**src/rtl/mesi_lc_pkg.sv**
```systemverilog
package mesi_lc_pkg;
  typedef enum logic [1:0] {LS_I = 2'd0, LS_S = 2'd1, LS_E = 2'd2, LS_M = 2'd3} line_st_e;
  typedef enum logic [1:0] {SN_NONE = 2'd0, SN_READ = 2'd1, SN_RFO = 2'd2, SN_INV = 2'd3} snp_op_e;
  typedef enum logic [1:0] {BC_IDLE = 2'd0, BC_READ = 2'd1, BC_RFO = 2'd2, BC_UPGR = 2'd3} bus_op_e;
endpackage

```
**src/rtl/mesi_snoop_resp.sv**
```systemverilog
module mesi_snoop_resp
  import mesi_lc_pkg::*;
(
  input  logic       snp_valid,
  input  logic       snp_hit,
  input  logic [1:0] snp_op,
  input  logic [1:0] cur_st,
  output logic [1:0] nxt_st,
  output logic       shared,
  output logic       flush
);
  logic held;

  always_comb begin
    held   = snp_valid && snp_hit && (line_st_e'(cur_st) != LS_I);
    nxt_st = cur_st;
    shared = 1'b0;
    flush  = 1'b0;
    if (held) begin
      case (snp_op_e'(snp_op))
        SN_READ: begin
          nxt_st = LS_S;
          shared = 1'b1;
          flush  = (line_st_e'(cur_st) == LS_M);
        end
        SN_RFO, SN_INV: begin
          nxt_st = LS_I;
          flush  = (line_st_e'(cur_st) == LS_M);
        end
        default: ;
      endcase
    end
  end
endmodule

```
**src/rtl/mesi_local_eval.sv**
```systemverilog
module mesi_local_eval
  import mesi_lc_pkg::*;
(
  input  logic       req_go,
  input  logic       req_write,
  input  logic       req_hit,
  input  logic [1:0] cur_st,
  output logic       upd,
  output logic [1:0] nxt_st,
  output logic       issue,
  output logic [1:0] issue_op
);
  logic present;

  always_comb begin
    present  = req_hit && (line_st_e'(cur_st) != LS_I);
    upd      = 1'b0;
    nxt_st   = cur_st;
    issue    = 1'b0;
    issue_op = BC_IDLE;
    if (req_go) begin
      if (!present) begin
        issue    = 1'b1;
        issue_op = req_write ? BC_RFO : BC_READ;
      end else if (req_write) begin
        case (line_st_e'(cur_st))
          LS_S: begin
            issue    = 1'b1;
            issue_op = BC_UPGR;
          end
          LS_E: begin
            upd    = 1'b1;
            nxt_st = LS_M;
          end
          default: ;
        endcase
      end
    end
  end
endmodule

```
**src/rtl/mesi_bus_issuer.sv**
```systemverilog
module mesi_bus_issuer
  import mesi_lc_pkg::*;
#(
  parameter int IDX_W = 3
) (
  input  logic             clk,
  input  logic             rst_n,
  input  logic             issue,
  input  logic [1:0]       issue_op,
  input  logic [IDX_W-1:0] issue_idx,
  input  logic             gnt,
  input  logic [1:0]       pend_line_st,
  output logic             pend_valid,
  output logic [1:0]       pend_op,
  output logic [IDX_W-1:0] pend_idx,
  output logic             done
);
  logic             vld_q, vld_d;
  logic [1:0]       op_q, op_d;
  logic [IDX_W-1:0] idx_q, idx_d;
  logic             lost;
  logic             en;

  always_comb begin
    lost    = vld_q && (bus_op_e'(op_q) == BC_UPGR) && (line_st_e'(pend_line_st) == LS_I);
    pend_op = lost ? BC_RFO : op_q;
    done    = vld_q && gnt;
    vld_d   = vld_q;
    op_d    = pend_op;
    idx_d   = idx_q;
    if (done) begin
      vld_d = 1'b0;
    end else if (!vld_q && issue) begin
      vld_d = 1'b1;
      op_d  = issue_op;
      idx_d = issue_idx;
    end
    en = (vld_d != vld_q) || (op_d != op_q) || (idx_d != idx_q);
  end

  always_ff @(posedge clk or negedge rst_n) begin
    if (!rst_n) begin
      vld_q <= 1'b0;
      op_q  <= BC_IDLE;
      idx_q <= '0;
    end else if (en) begin
      vld_q <= vld_d;
      op_q  <= op_d;
      idx_q <= idx_d;
    end
  end

  assign pend_valid = vld_q;
  assign pend_idx   = idx_q;
endmodule

```
**src/rtl/mesi_line_ctrl.sv**
```systemverilog
module mesi_line_ctrl
  import mesi_lc_pkg::*;
#(
  parameter int NUM_LINES = 8,
  localparam int IDX_W = (NUM_LINES > 1) ? $clog2(NUM_LINES) : 1
) (
  input  logic                   clk,
  input  logic                   rst_n,
  input  logic                   lcl_valid_i,
  input  logic                   lcl_write_i,
  input  logic                   lcl_hit_i,
  input  logic [IDX_W-1:0]       lcl_idx_i,
  output logic                   lcl_busy_o,
  input  logic                   snp_valid_i,
  input  logic [1:0]             snp_op_i,
  input  logic                   snp_hit_i,
  input  logic [IDX_W-1:0]       snp_idx_i,
  output logic                   snp_shared_o,
  output logic                   snp_flush_o,
  output logic                   bus_req_o,
  output logic [1:0]             bus_op_o,
  output logic [IDX_W-1:0]       bus_idx_o,
  input  logic                   bus_gnt_i,
  input  logic                   bus_shared_i,
  output logic [2*NUM_LINES-1:0] line_state_o
);
  logic [1:0] st_q   [NUM_LINES];
  logic [1:0] st_snp [NUM_LINES];
  logic [1:0] st_d   [NUM_LINES];

  logic [1:0]       snp_nxt;
  logic             loc_upd, loc_issue;
  logic [1:0]       loc_nxt, loc_op;
  logic             pend_valid, fill_done;
  logic [1:0]       pend_op, fill_st;
  logic [IDX_W-1:0] pend_idx;

  mesi_snoop_resp u_snoop (
    .snp_valid (snp_valid_i),
    .snp_hit   (snp_hit_i),
    .snp_op    (snp_op_i),
    .cur_st    (st_q[snp_idx_i]),
    .nxt_st    (snp_nxt),
    .shared    (snp_shared_o),
    .flush     (snp_flush_o)
  );

  mesi_local_eval u_local (
    .req_go    (lcl_valid_i && !pend_valid),
    .req_write (lcl_write_i),
    .req_hit   (lcl_hit_i),
    .cur_st    (st_snp[lcl_idx_i]),
    .upd       (loc_upd),
    .nxt_st    (loc_nxt),
    .issue     (loc_issue),
    .issue_op  (loc_op)
  );

  mesi_bus_issuer #(.IDX_W(IDX_W)) u_issuer (
    .clk          (clk),
    .rst_n        (rst_n),
    .issue        (loc_issue),
    .issue_op     (loc_op),
    .issue_idx    (lcl_idx_i),
    .gnt          (bus_gnt_i),
    .pend_line_st (st_snp[pend_idx]),
    .pend_valid   (pend_valid),
    .pend_op      (pend_op),
    .pend_idx     (pend_idx),
    .done         (fill_done)
  );

  assign fill_st    = (bus_op_e'(pend_op) == BC_READ) ? (bus_shared_i ? LS_S : LS_E) : LS_M;
  assign lcl_busy_o = pend_valid;
  assign bus_req_o  = pend_valid;
  assign bus_op_o   = pend_valid ? pend_op : BC_IDLE;
  assign bus_idx_o  = pend_idx;

  for (genvar i = 0; i < NUM_LINES; i++) begin : g_line
    localparam logic [IDX_W-1:0] LINE = IDX_W'(i);
    logic en;

    always_comb begin
      st_snp[i] = (snp_idx_i == LINE) ? snp_nxt : st_q[i];
      st_d[i]   = st_snp[i];
      if (loc_upd && (lcl_idx_i == LINE)) st_d[i] = loc_nxt;
      if (fill_done && (pend_idx == LINE)) st_d[i] = fill_st;
      en = (st_d[i] != st_q[i]);
    end

    always_ff @(posedge clk or negedge rst_n) begin
      if (!rst_n) begin
        st_q[i] <= LS_I;
      end else if (en) begin
        st_q[i] <= st_d[i];
      end
    end

    assign line_state_o[2*i +: 2] = st_q[i];
  end
endmodule

```
**config.mk**
```make
export PLATFORM = sky130hd
export DESIGN_NAME = mesi_line_ctrl
export DESIGN_NICKNAME = d
export VERILOG_FILES = /design/src/rtl/mesi_lc_pkg.sv /design/src/rtl/mesi_snoop_resp.sv /design/src/rtl/mesi_local_eval.sv /design/src/rtl/mesi_bus_issuer.sv /design/src/rtl/mesi_line_ctrl.sv
export SDC_FILE = /design/constraint.sdc
export NUM_CORES = 1
export LEC_CHECK = 0
export BUFFER_PORTS_ARGS = -buffer_cell sky130_fd_sc_hd__buf_2
export CORE_ASPECT_RATIO = 1.4
export CORE_MARGIN = 5
export CORE_UTILIZATION = 55
export DETAILED_ROUTE_END_ITERATION = 12
export GPL_ROUTABILITY_DRIVEN = 0
export PLACE_DENSITY_LB_ADDON = 0.15
export SLEW_MARGIN = 30
export SYNTH_ARGS = -nofsm -noshare
export SYNTH_HDL_FRONTEND = slang
export SYNTH_SLANG_ARGS = --single-unit
```
**constraint.sdc**
```tcl
create_clock -name clk -period 5.2 [get_ports clk]
set_input_delay 1.04 -clock clk [delete_from_list [all_inputs] [get_ports clk]]
set_output_delay 1.04 -clock clk [all_outputs]
set_load 0.02 [all_outputs]
```
== Word level (Yosys, flattened, before mapping) ==
Cells that the tools add are included.
Storage, ports and cells
  input bits: 17
  register bits: 22
  output and inout bits: 25
Operators by class
  order comparisons: 3
  multiplexer cells: 66
  reduce and logical (&&, ||, !) cells: 35
  equality and inequality tests: 40
  bitwise logic cells: 3
Operator list (number)
  $mux W2: 46
  $eq A3 B3 Y1 const B: 12
  $logic_and A1 B1 Y1: 24
  $bmux W2 S3: 3
  $eq A3 B2 Y1 const B: 6
  $ne A2 B2 Y1: 9
  $mux W1: 14
  $ge A4 B4 Y1 const B: 3
  $not A3 Y4: 3
  $eq A2 B2 Y1 const B: 5
  $eq A3 B1 Y1 const B: 3
  $logic_not A3 Y1: 3
  $eq A2 B1 Y1 const B: 3
  $mux W3: 2
  $pmux W2 S2: 1
  $reduce_bool A2 Y1: 2
  $ne A3 B3 Y1: 1
  $reduce_or A3 Y1: 1
  $logic_not A2 Y1: 1
  $logic_or A1 B1 Y1: 2
  $reduce_or A2 Y1: 1
  $logic_not A1 Y1: 1
  $ne A1 B1 Y1: 1

== Logic depth before layout (Yosys ltp) ==
Gate-level depths: netlist (run 1).
  depth in word-level cells: 22
  depth in mapped cells: 11
  mapped depth without buffers: 8

== Modules after synthesis ==
Synthesis (run 1) repeated with hierarchy kept, for this count alone.
Unflattened totals
  cell total of the unflattened synthesis: 260
  area, all modules: 2283.4 um^2
By module, submodules not included
  mesi_line_ctrl: area each 1873.0 um^2, cells each 216, times used 1
  mesi_bus_issuer: area each 286.5 um^2, cells each 21, times used 1
  mesi_local_eval: area each 73.8 um^2, cells each 14, times used 1
  mesi_snoop_resp: area each 50.0 um^2, cells each 9, times used 1

== Least setup slack after synthesis (run 1) ==
OpenSTA, ideal clock, no wires.
  kind: in2out
  start point: in snp_idx_i[1]
  end point: out bus_op_o[0]
  path buffers: 2
  data arrival time: 3.134 ns
  cell stages on the path: 10
  data required time: 4.160 ns
  slack: 1.026 ns
  path through: buf_6 -> mux2i_2 -> a22o_4 -> or2_4 -> o21a_4 -> buf_6 -> o2111ai_1 -> nand4_1 -> a2111oi_2 -> and2_1
On the way
  cells in the longest elaborated chain, start to end: 15
  elaborated cells between the ends (all ways): 31
  classes of those cells: 7 x eq/ne; 18 x mux; 1 x bitwise; 5 x reduce/logical
Ends and longest elaborated chain
  from (decl): line mesi_line_ctrl.sv:17  | input logic [IDX_W-1:0] snp_idx_i,
  $not A3 Y4 (not written as such): line mesi_line_ctrl.sv:42  | .cur_st (st_q[snp_idx_i]),
  $bmux W2 S3: line mesi_line_ctrl.sv:42
  $mux W2 (not written as such) (2 in a row): line mesi_line_ctrl.sv:42
  $reduce_bool A2 Y1: line mesi_snoop_resp.sv:15  | held = snp_valid && snp_hit && (line_st_e'(cur_st) != LS_I);
  $logic_and A1 B1 Y1: line mesi_snoop_resp.sv:15
  $mux W2: line mesi_snoop_resp.sv:19  | if (held) begin
  $mux W2: line mesi_line_ctrl.sv:84  | st_snp[i] = (snp_idx_i == LINE) ? snp_nxt : st_q[i];
  $bmux W2 S3 *: line mesi_line_ctrl.sv:66  | .pend_line_st (st_snp[pend_idx]),
  $mux W2 (not written as such) * (2 in a row): line mesi_line_ctrl.sv:66
  $logic_not A2 Y1 *: line mesi_bus_issuer.sv:25  | lost = vld_q && (bus_op_e'(op_q) == BC_UPGR) && (line_st_e'(pend_line_st) == LS_I);
  $logic_and A1 B1 Y1 *: line mesi_bus_issuer.sv:25
  $mux W2 *: line mesi_bus_issuer.sv:26  | pend_op = lost ? BC_RFO : op_q;
  $mux W2 *: line mesi_line_ctrl.sv:76  | assign bus_op_o = pend_valid ? pend_op : BC_IDLE;
  to (decl): line mesi_line_ctrl.sv:21  | output logic [1:0] bus_op_o,
Mark *: on every way between the ends. The rest lies on a longest branch, timed or not. The select of a mux whose other input is x is not followed.

== Worst setup path after layout (run 1) ==
Ends and elaborated chain as after synthesis.

==> results of run 1 <==
-- layer usage --
metal,GRT usage [%],vias up,routed length [microns]
met3,2.830,24,456
met5,0,-,0
met2,42.80,110,2944
met1,32.91,958,2468
li1,-,977,-
met4,9.761,0,195
-- state kept, by name, summed over array words and instances, names as in the netlist --
register,count
u_issuer.pend_valid,1
line_state_o,16
u_issuer.pend_idx,3
u_issuer.op_q,2
-- cells in the mapped netlist (4+ instances only) --
cell / instances
sky130_fd_sc_hd__clkbuf_1: 5
sky130_fd_sc_hd__dfrtp_1: 22
sky130_fd_sc_hd__mux2i_1: 15
sky130_fd_sc_hd__nand3_1: 4
sky130_fd_sc_hd__a211oi_1: 8
sky130_fd_sc_hd__nand2_1: 20
sky130_fd_sc_hd__buf_2: 5
sky130_fd_sc_hd__nor2_1: 30
sky130_fd_sc_hd__a21oi_1: 19
sky130_fd_sc_hd__nor3_1: 9
sky130_fd_sc_hd__o21ai_0: 7
sky130_fd_sc_hd__inv_1: 5
sky130_fd_sc_hd__nor2b_1: 5
sky130_fd_sc_hd__nand2b_1: 7
-- logic make-up (layout without fill, tap and decap cells) --
logic type	count (synthesis)	in the layout	synth area share, %
AO/OA/AOI/OAI	82	82	32.44
XOR/XNOR	1	1	0.4351
multiplexers	21	21	11.50
flip-flops	22	22	27.35
AND/OR/NAND/NOR	94	94	23.31
buffers and inverters	20	51	4.972
-- power by group through the flow --
stage          Clock (mW)  Sequential, mW  Combinational [mW]
4_1_cts             0.109           0.381               0.698
5_1_grt             0.116           0.398               0.757
6_report            0.106           0.385               0.700
3_3_place_gp            0           0.382               0.686
2_1_floorplan           0           0.426               0.437
3_5_place_dp            0           0.384               0.694
-- area by class of cell --
type / instances / share of cell area, %
clock buffers: 3 / 1.834
inverters: 5 / 0.8338
multi-input cells: 198 / 60.76
flip-flops and latches: 22 / 24.46
well taps: 42 / 2.335
repair buffers: 43 / 9.783
-- metrics by stage --
step / std cells / cell area, sq um / hold slack [ns] / setup WS, ns
finish: 313 / 2251 / 0.6043 / 0.4739
global route: 313 / 2251 / 0.6359 / 0.2889
CTS: 313 / 2251 / 0.5916 / 0.4793
detailed placement: 310 / 2210 / 0.5802 / 0.5405
global placement: 310 / 2205 / 0.5657 / 0.6225
floorplan: 240 / 2013 / 0.5096 / 1.026
-- worst max path at each step --
stage / startpoint / end / slack (ns) / cells past startpoint
after CTS: snp_idx_i[1] / bus_op_o[0] / 0.48 / 10
final: snp_idx_i[1] / bus_op_o[0] / 0.47 / 10
after global placement: snp_idx_i[1] / bus_op_o[0] / 0.62 / 10
after global routing: snp_idx_i[1] / bus_op_o[0] / 0.29 / 10
after floorplan: snp_idx_i[1] / bus_op_o[0] / 1.03 / 10
after detailed placement: snp_idx_i[1] / bus_op_o[0] / 0.54 / 10
-- worst max-delay path, delay by kind of cell --
| kind | cells | cell delay (ns) |
|---|---|---|
| mux | 1 | 0.22 |
| simple gates | 3 | 0.58 |
| compound gates | 4 | 1.23 |
| buf+inv | 2 | 0.61 |
==> results.toml, run 1 <==
[finish]
flow.area_growth_from_synthesis_pct = 11.81
multiInputGateArea_sq_mm = 0.001368
insertedDiodeCount = 0
fin_util_pct = 62.34
regArea_sq_um = 550.5
fill_cell_total_of_the_finished_layout = 359
final_layout_size_suffix_gt1_share_pct = 25.09
final_layout_net_count = 290
layout.cells.most_common = "sky130_fd_sc_hd__buf_2"
layout.cells.most_common_list = "41 x sky130_fd_sc_hd__buf_2, 30 x sky130_fd_sc_hd__nor2_1, 22 x sky130_fd_sc_hd__dfrtp_1"

[sta]
fmax_ghz = 0.2116
timing_hold_violations_final = 0
fin_worst_skew_ns = 0.006713
relSlewSlack_pct = 57.68
finalSetupViolCount = 0
finalCriticalPeriod_ns = 4.726
worst_slew_pin_slew_ns = 0.6336
timing.final.crit_share_pct = 90.89
setup_total_negative_slack_ns = 0
timing.final.max_slew_violations = 0
rsz_0062_raised_after_global_routing = "no"

[logic_synthesis]
synth.cell_area_sq_mm = 0.002013
yosys_register_bits = 22
synthesis.nets = 257
netlist.area_leader.share_pct = 27.35
synthesis.yosys.warnings = 0
synth_seq_area_share_pct = 27.35
netlist_top_cells_area = "sky130_fd_sc_hd__dfrtp_1 27%, sky130_fd_sc_hd__mux2i_1 7.5%, sky130_fd_sc_hd__nor2_1 5.6%, sky130_fd_sc_hd__a21oi_1 4.7%, sky130_fd_sc_hd__nand2_1 3.7%"
synth_edf_count = 0
post_synthesis_instance_total = 240
synth_largest_area_cell = "sky130_fd_sc_hd__dfrtp_1"
ys_async_sr_fraction_pct = 100.0
netlist-cell-type-count = 64
post_synthesis_average_cell_area_sq_um = 8.388
synth_top_flop_cell = "sky130_fd_sc_hd__dfrtp_1"

[floorplan]
die-area_sq_mm = 0.004987
design.portCount = 42
initial_core_util_pct = 55.75
num_rows = 26
die_h_microns = 81.59
coreArea_sq_mm = 0.003611
die_width_microns = 61.13

[worst_setup_path]
cp_capture_type = "output port"
timing.critical_path.from_type = "input port"
worstPathArrival_ns = 3.69
cp_common_cell = "sky130_fd_sc_hd__buf_2"
ff_to_ff_path_depth = 8
critical_path.slowest_cell = "sky130_fd_sc_hd__buf_2"
critical_path_class = "input port to output port"
timing.critical_path.cells = "buf_2 -> mux2i_1 -> a22o_4 -> or2_4 -> o21a_4 -> a311oi_1 -> nor4b_1 -> a2111oi_2 -> and2_1 -> buf_2"
worst_path_largest_cell_delay_ns = 0.45
crit_fanout = 28
setup.reg_to_reg.worst_slack_ns = 2.49
critical_path_required_ns = 4.16
worst_r2r_startpoint = "line_state_o[13]"
rr_endpoint = "u_issuer.pend_idx[2]"

[power_and_ir_drop]
power.net_switching_mw = 0.6076
total_leakage_power_nw = 0.9555
p_sw_share_pct = 51.01
peakVddDrop_mv = 0.3781
part_of_the_power_in_registers_pct = 32.3
power-per-cell-area_mw_per_mm2 = 529.1
internal_power_mw = 0.5834
report.power.total_mw = 1.191
pwr-share-comb_pct = 58.8
power_frac_clock_pct = 8.9

[clocking]
cts-root-to-sink-buffers = 2
post_cts_buffers = 0
clk_latency_ns = 0.26
tritoncts_clock_tree = "yes"
hold_bufs_at_cts = 0
clock_tree.root_cell = "sky130_fd_sc_hd__clkbuf_8"
clkSlewWorstSetupHoldPaths_ns = 0.08
cts.repair.resized = 0
clock-sinks = 22
cts_max_level = 1
numCtsBuffers = 3

[outcome]
outcome = "completed"

[global_routing]
grtUsageTotal_pct = 25.52
wire_length_of_the_first_global_routing_pass_microns = 9542
number_of_global_route_vias_before_repair = 1970
grt_max_degree = 29
grt_remaining_overflow = 0
grt_antenna_before_repair = 0

[routing]
viasPerCell = 6.610
route.antenna.remaining_nets = 0
detailedRoute.firstIterationViolations = 172
routed_wl_microns = 6065
first_pass_iters = 4
drt_drc_violations_left = 0
vias = 2069
wire_per_inst_microns = 19.38

[run]
drv_cap = 0

[worst_hold_path]
worstHoldEndpoint = "u_issuer.op_q[1]"
hp-start = "u_issuer.op_q[1]"
timing.hold.worst_path_depth = 2
min_path_type = "flip-flop to flip-flop"

[place]
place.port_buffers = 41
post-dp-hpwl_microns = 4630
No activity file was read; power rests on OpenSTA's default activity.
==> run 2, diff against run 1 <==
--- a/config.mk
+++ b/config.mk
@@ -5,6 +5,7 @@
 export SDC_FILE = /design/constraint.sdc
 export NUM_CORES = 1
 export LEC_CHECK = 0
+export ABC_AREA = 1
 export BUFFER_PORTS_ARGS = -buffer_cell sky130_fd_sc_hd__buf_2
 export CORE_ASPECT_RATIO = 1.4
 export CORE_MARGIN = 5
==> run 2 against run 1 <==
  * Fmax rose by 15%
  * Highest routed layer unchanged
  * Largest power group unchanged
  * Largest cell class unchanged
  * Cell count rose by 38%
  * Count of clock-buffer cells in the layout did not move
==> results.toml, run 2 <==
[outcome]
outcome = "completed"

[logic_synthesis]
synth_xor_area_share_pct = 0
post_synthesis_average_cell_area_sq_um = 5.958
post_synthesis_instance_total = 349
synth-compound-area-share_pct = 7.942
synth_common_cells = "146 x sky130_fd_sc_hd__nand2_1, 41 x sky130_fd_sc_hd__inv_1, 39 x sky130_fd_sc_hd__nand3_1"
synthesis.yosys.warnings = 0
dominant_combinational_cell_family_by_area_after_synthesis = "simple AND/OR/NAND/NOR gates"
netlist.area_leader.share_pct = 26.47
synth_seq_area_share_pct = 26.47
synth_top_flop_cell = "sky130_fd_sc_hd__dfrtp_1"
synth_adder_area_share_pct = 0
synth_largest_area_cell = "sky130_fd_sc_hd__dfrtp_1"
ys_async_sr_fraction_pct = 100.0
muxShareOfSynthArea_pct = 0
netlist-cell-type-count = 24
yosys.area_share.simple_pct = 56.74
synth_most_common_cell = "sky130_fd_sc_hd__nand2_1"
synth.cell_area_sq_mm = 0.002079
synth_edf_count = 0
yosys_register_bits = 22
netlist_top_cells_area = "sky130_fd_sc_hd__dfrtp_1 26%, sky130_fd_sc_hd__nand2_1 26%, sky130_fd_sc_hd__nand3_1 9.4%, sky130_fd_sc_hd__inv_1 7.4%, sky130_fd_sc_hd__nor2_1 4.9%"
synthesis.nets = 366

[worst_setup_path]
critical_path_required_ns = 4.16
timing.critical_path.from_type = "input port"
crit_fanout = 12
timing.critical_path.cells = "buf_2 -> inv_1 -> nor2_2 -> inv_2 -> nor2_1 -> or2_2 -> a21boi_1 -> nand2_1 -> nand2_1 -> inv_1 -> nand3_1 -> nor2_1 -> nand2_1 -> nand2_1 -> nand2_2 -> nand2_1 -> nor2_1 -> buf_2"
critical_path_class = "input port to output port"
cp_capture_type = "output port"
worst_path_largest_cell_delay_ns = 0.23
worstPathArrival_ns = 3.07
critical_path.slowest_cell = "sky130_fd_sc_hd__nor2_1"
cp_common_cell = "sky130_fd_sc_hd__nand2_1"
ff_to_ff_path_depth = 14

[finish]
final_cell_count_no_fill = 432
final_layout_net_count = 409
max_reg_flops = 16
insertedDiodeCount = 0
flow.area_growth_from_synthesis_pct = 13.48
postLayoutCellArea_sq_mm = 0.002360
layout.cells.most_common_list = "146 x sky130_fd_sc_hd__nand2_1, 41 x sky130_fd_sc_hd__inv_1, 41 x sky130_fd_sc_hd__buf_2"
final_layout_size_suffix_gt1_share_pct = 20.51
layout.cells.most_common = "sky130_fd_sc_hd__nand2_1"

[run]
drv_cap = 0

[sta]
worst_slew_pin_slew_ns = 0.4879
fmax_ghz = 0.2432
finalCriticalPeriod_ns = 4.112
relSlewSlack_pct = 67.48
fin_worst_skew_ns = 0.004465
timing.final.crit_share_pct = 79.08
rsz_0062_raised_after_global_routing = "no"
timing_hold_violations_final = 0
finalSetupViolCount = 0
setup_total_negative_slack_ns = 0
timing.final.max_slew_violations = 0

[floorplan]
initial_core_util_pct = 57.07
num_rows = 26
die_h_microns = 82.76
coreArea_sq_mm = 0.003643
design.portCount = 42
die_width_microns = 61.97
die-area_sq_mm = 0.005128

[clocking]
post_cts_buffers = 0
cts-root-to-sink-buffers = 2
hold_bufs_at_cts = 0
numCtsBuffers = 3
clock_tree.root_cell = "sky130_fd_sc_hd__clkbuf_8"
clock-sinks = 22
clkSlewWorstSetupHoldPaths_ns = 0.08
clk_latency_ns = 0.27
cts.repair.resized = 0
cts_max_level = 1
tritoncts_clock_tree = "yes"

[global_routing]
grt_max_degree = 23
wire_length_of_the_first_global_routing_pass_microns = 9832
grt_antenna_before_repair = 0
grtUsageTotal_pct = 26.12
number_of_global_route_vias_before_repair = 2222
grt_remaining_overflow = 0

[routing]
first_pass_iters = 4
drt_drc_violations_left = 0
wire_per_inst_microns = 13.96
vias = 2338
route.antenna.remaining_nets = 0
detailedRoute.firstIterationViolations = 168
viasPerCell = 5.412
routed_wl_microns = 6030

[place]
placedCellCount = 429
place.port_buffers = 41
place_area_sq_mm = 0.002318
post-dp-hpwl_microns = 4985

[worst_hold_path]
timing.hold.worst_path_depth = 2
min_path_type = "flip-flop to flip-flop"

[power_and_ir_drop]
total_leakage_power_nw = 1.283
peakVddDrop_mv = 0.3303
power-per-cell-area_mw_per_mm2 = 483.2
run 2: changes by cell type after synthesis, moves of 6 or more:
cell / previous run / this run
sky130_fd_sc_hd__nand3_1: 4 / 39
sky130_fd_sc_hd__a21oi_1: 19 / 2
sky130_fd_sc_hd__or2_2: 1 / 9
sky130_fd_sc_hd__mux2i_1: 15 / 0
sky130_fd_sc_hd__nand3_2: 0 / 6
sky130_fd_sc_hd__o21ai_1: 1 / 10
sky130_fd_sc_hd__a211oi_1: 8 / 0
sky130_fd_sc_hd__nand2_1: 20 / 146
sky130_fd_sc_hd__nand2b_1: 7 / 0
sky130_fd_sc_hd__inv_1: 5 / 41
run 2: logic make-up (layout without fill, tap and decap cells):
group / count (synthesis) / count (layout)
buf+inv: 47 / 88
compound gates: 28 / 28
flops: 22 / 22
simple gates: 252 / 252
run 2: cell type report:
class	count	area, sq um
fillers	358	1284
well taps	42	52.55
repair buffers	41	205.2
inverters	44	165.2
clock buffers	3	41.29
multi-input cells	280	1345
flip-flops and latches	22	550.5
run 2: stage by stage:
stage | total power [mW] | util [%] | hold WS [ns] | worst slack [ns]
6_report | 1.140 | 64.77 | 0.5259 | 1.088
5_1_grt | 1.238 | 64.77 | 0.5576 | 0.8149
4_1_cts | 1.140 | 64.77 | 0.5267 | 1.094
3_5_place_dp | 1.033 | 63.63 | 0.5074 | 1.104
3_3_place_gp | 1.025 | 63.63 | 0.5028 | 1.126
2_1_floorplan | 0.8144 | - | 0.4633 | 1.532
run 2: metal layers:
metal | vias to the layer above | global-route usage (%) | share of wire [%]
li1 | 1177 | - | -
met1 | 1033 | 29.64 | 39
met2 | 99 | 45.54 | 49
met3 | 29 | 2.644 | 6.5
met4 | 0 | 15.29 | 5.5
met5 | - | 0 | 0
run 2: worst max-delay path, delay by kind of cell:
| family | cells | cell delay (ns) |
|---|---|---|
| simple gates | 12 | 1.25 |
| buf+inv | 5 | 0.57 |
| compound gates | 1 | 0.19 |
run 2: where the power goes:
part / switching (mW) / internal (mW)
sequential: 0.0906 / 0.249
combinational: 0.461 / 0.232
clock: 0.0558 / 0.0519
total: 0.607 / 0.533
run 2: path summary, 6_finish.rpt:
check | start | to | slack (ns)
setup / recovery | snp_idx_i[0] | bus_op_o[0] | 1.09
hold / removal | u_issuer.op_q[1] | u_issuer.op_q[1] | 0.53
setup reg to reg | line_state_o[1] | line_state_o[8] | 2.78
hold reg to reg | u_issuer.op_q[1] | u_issuer.op_q[1] | 0.53
max in group asynchronous | rst_n | line_state_o[0] | 4.14
min in group asynchronous | rst_n | line_state_o[6] | 0.72
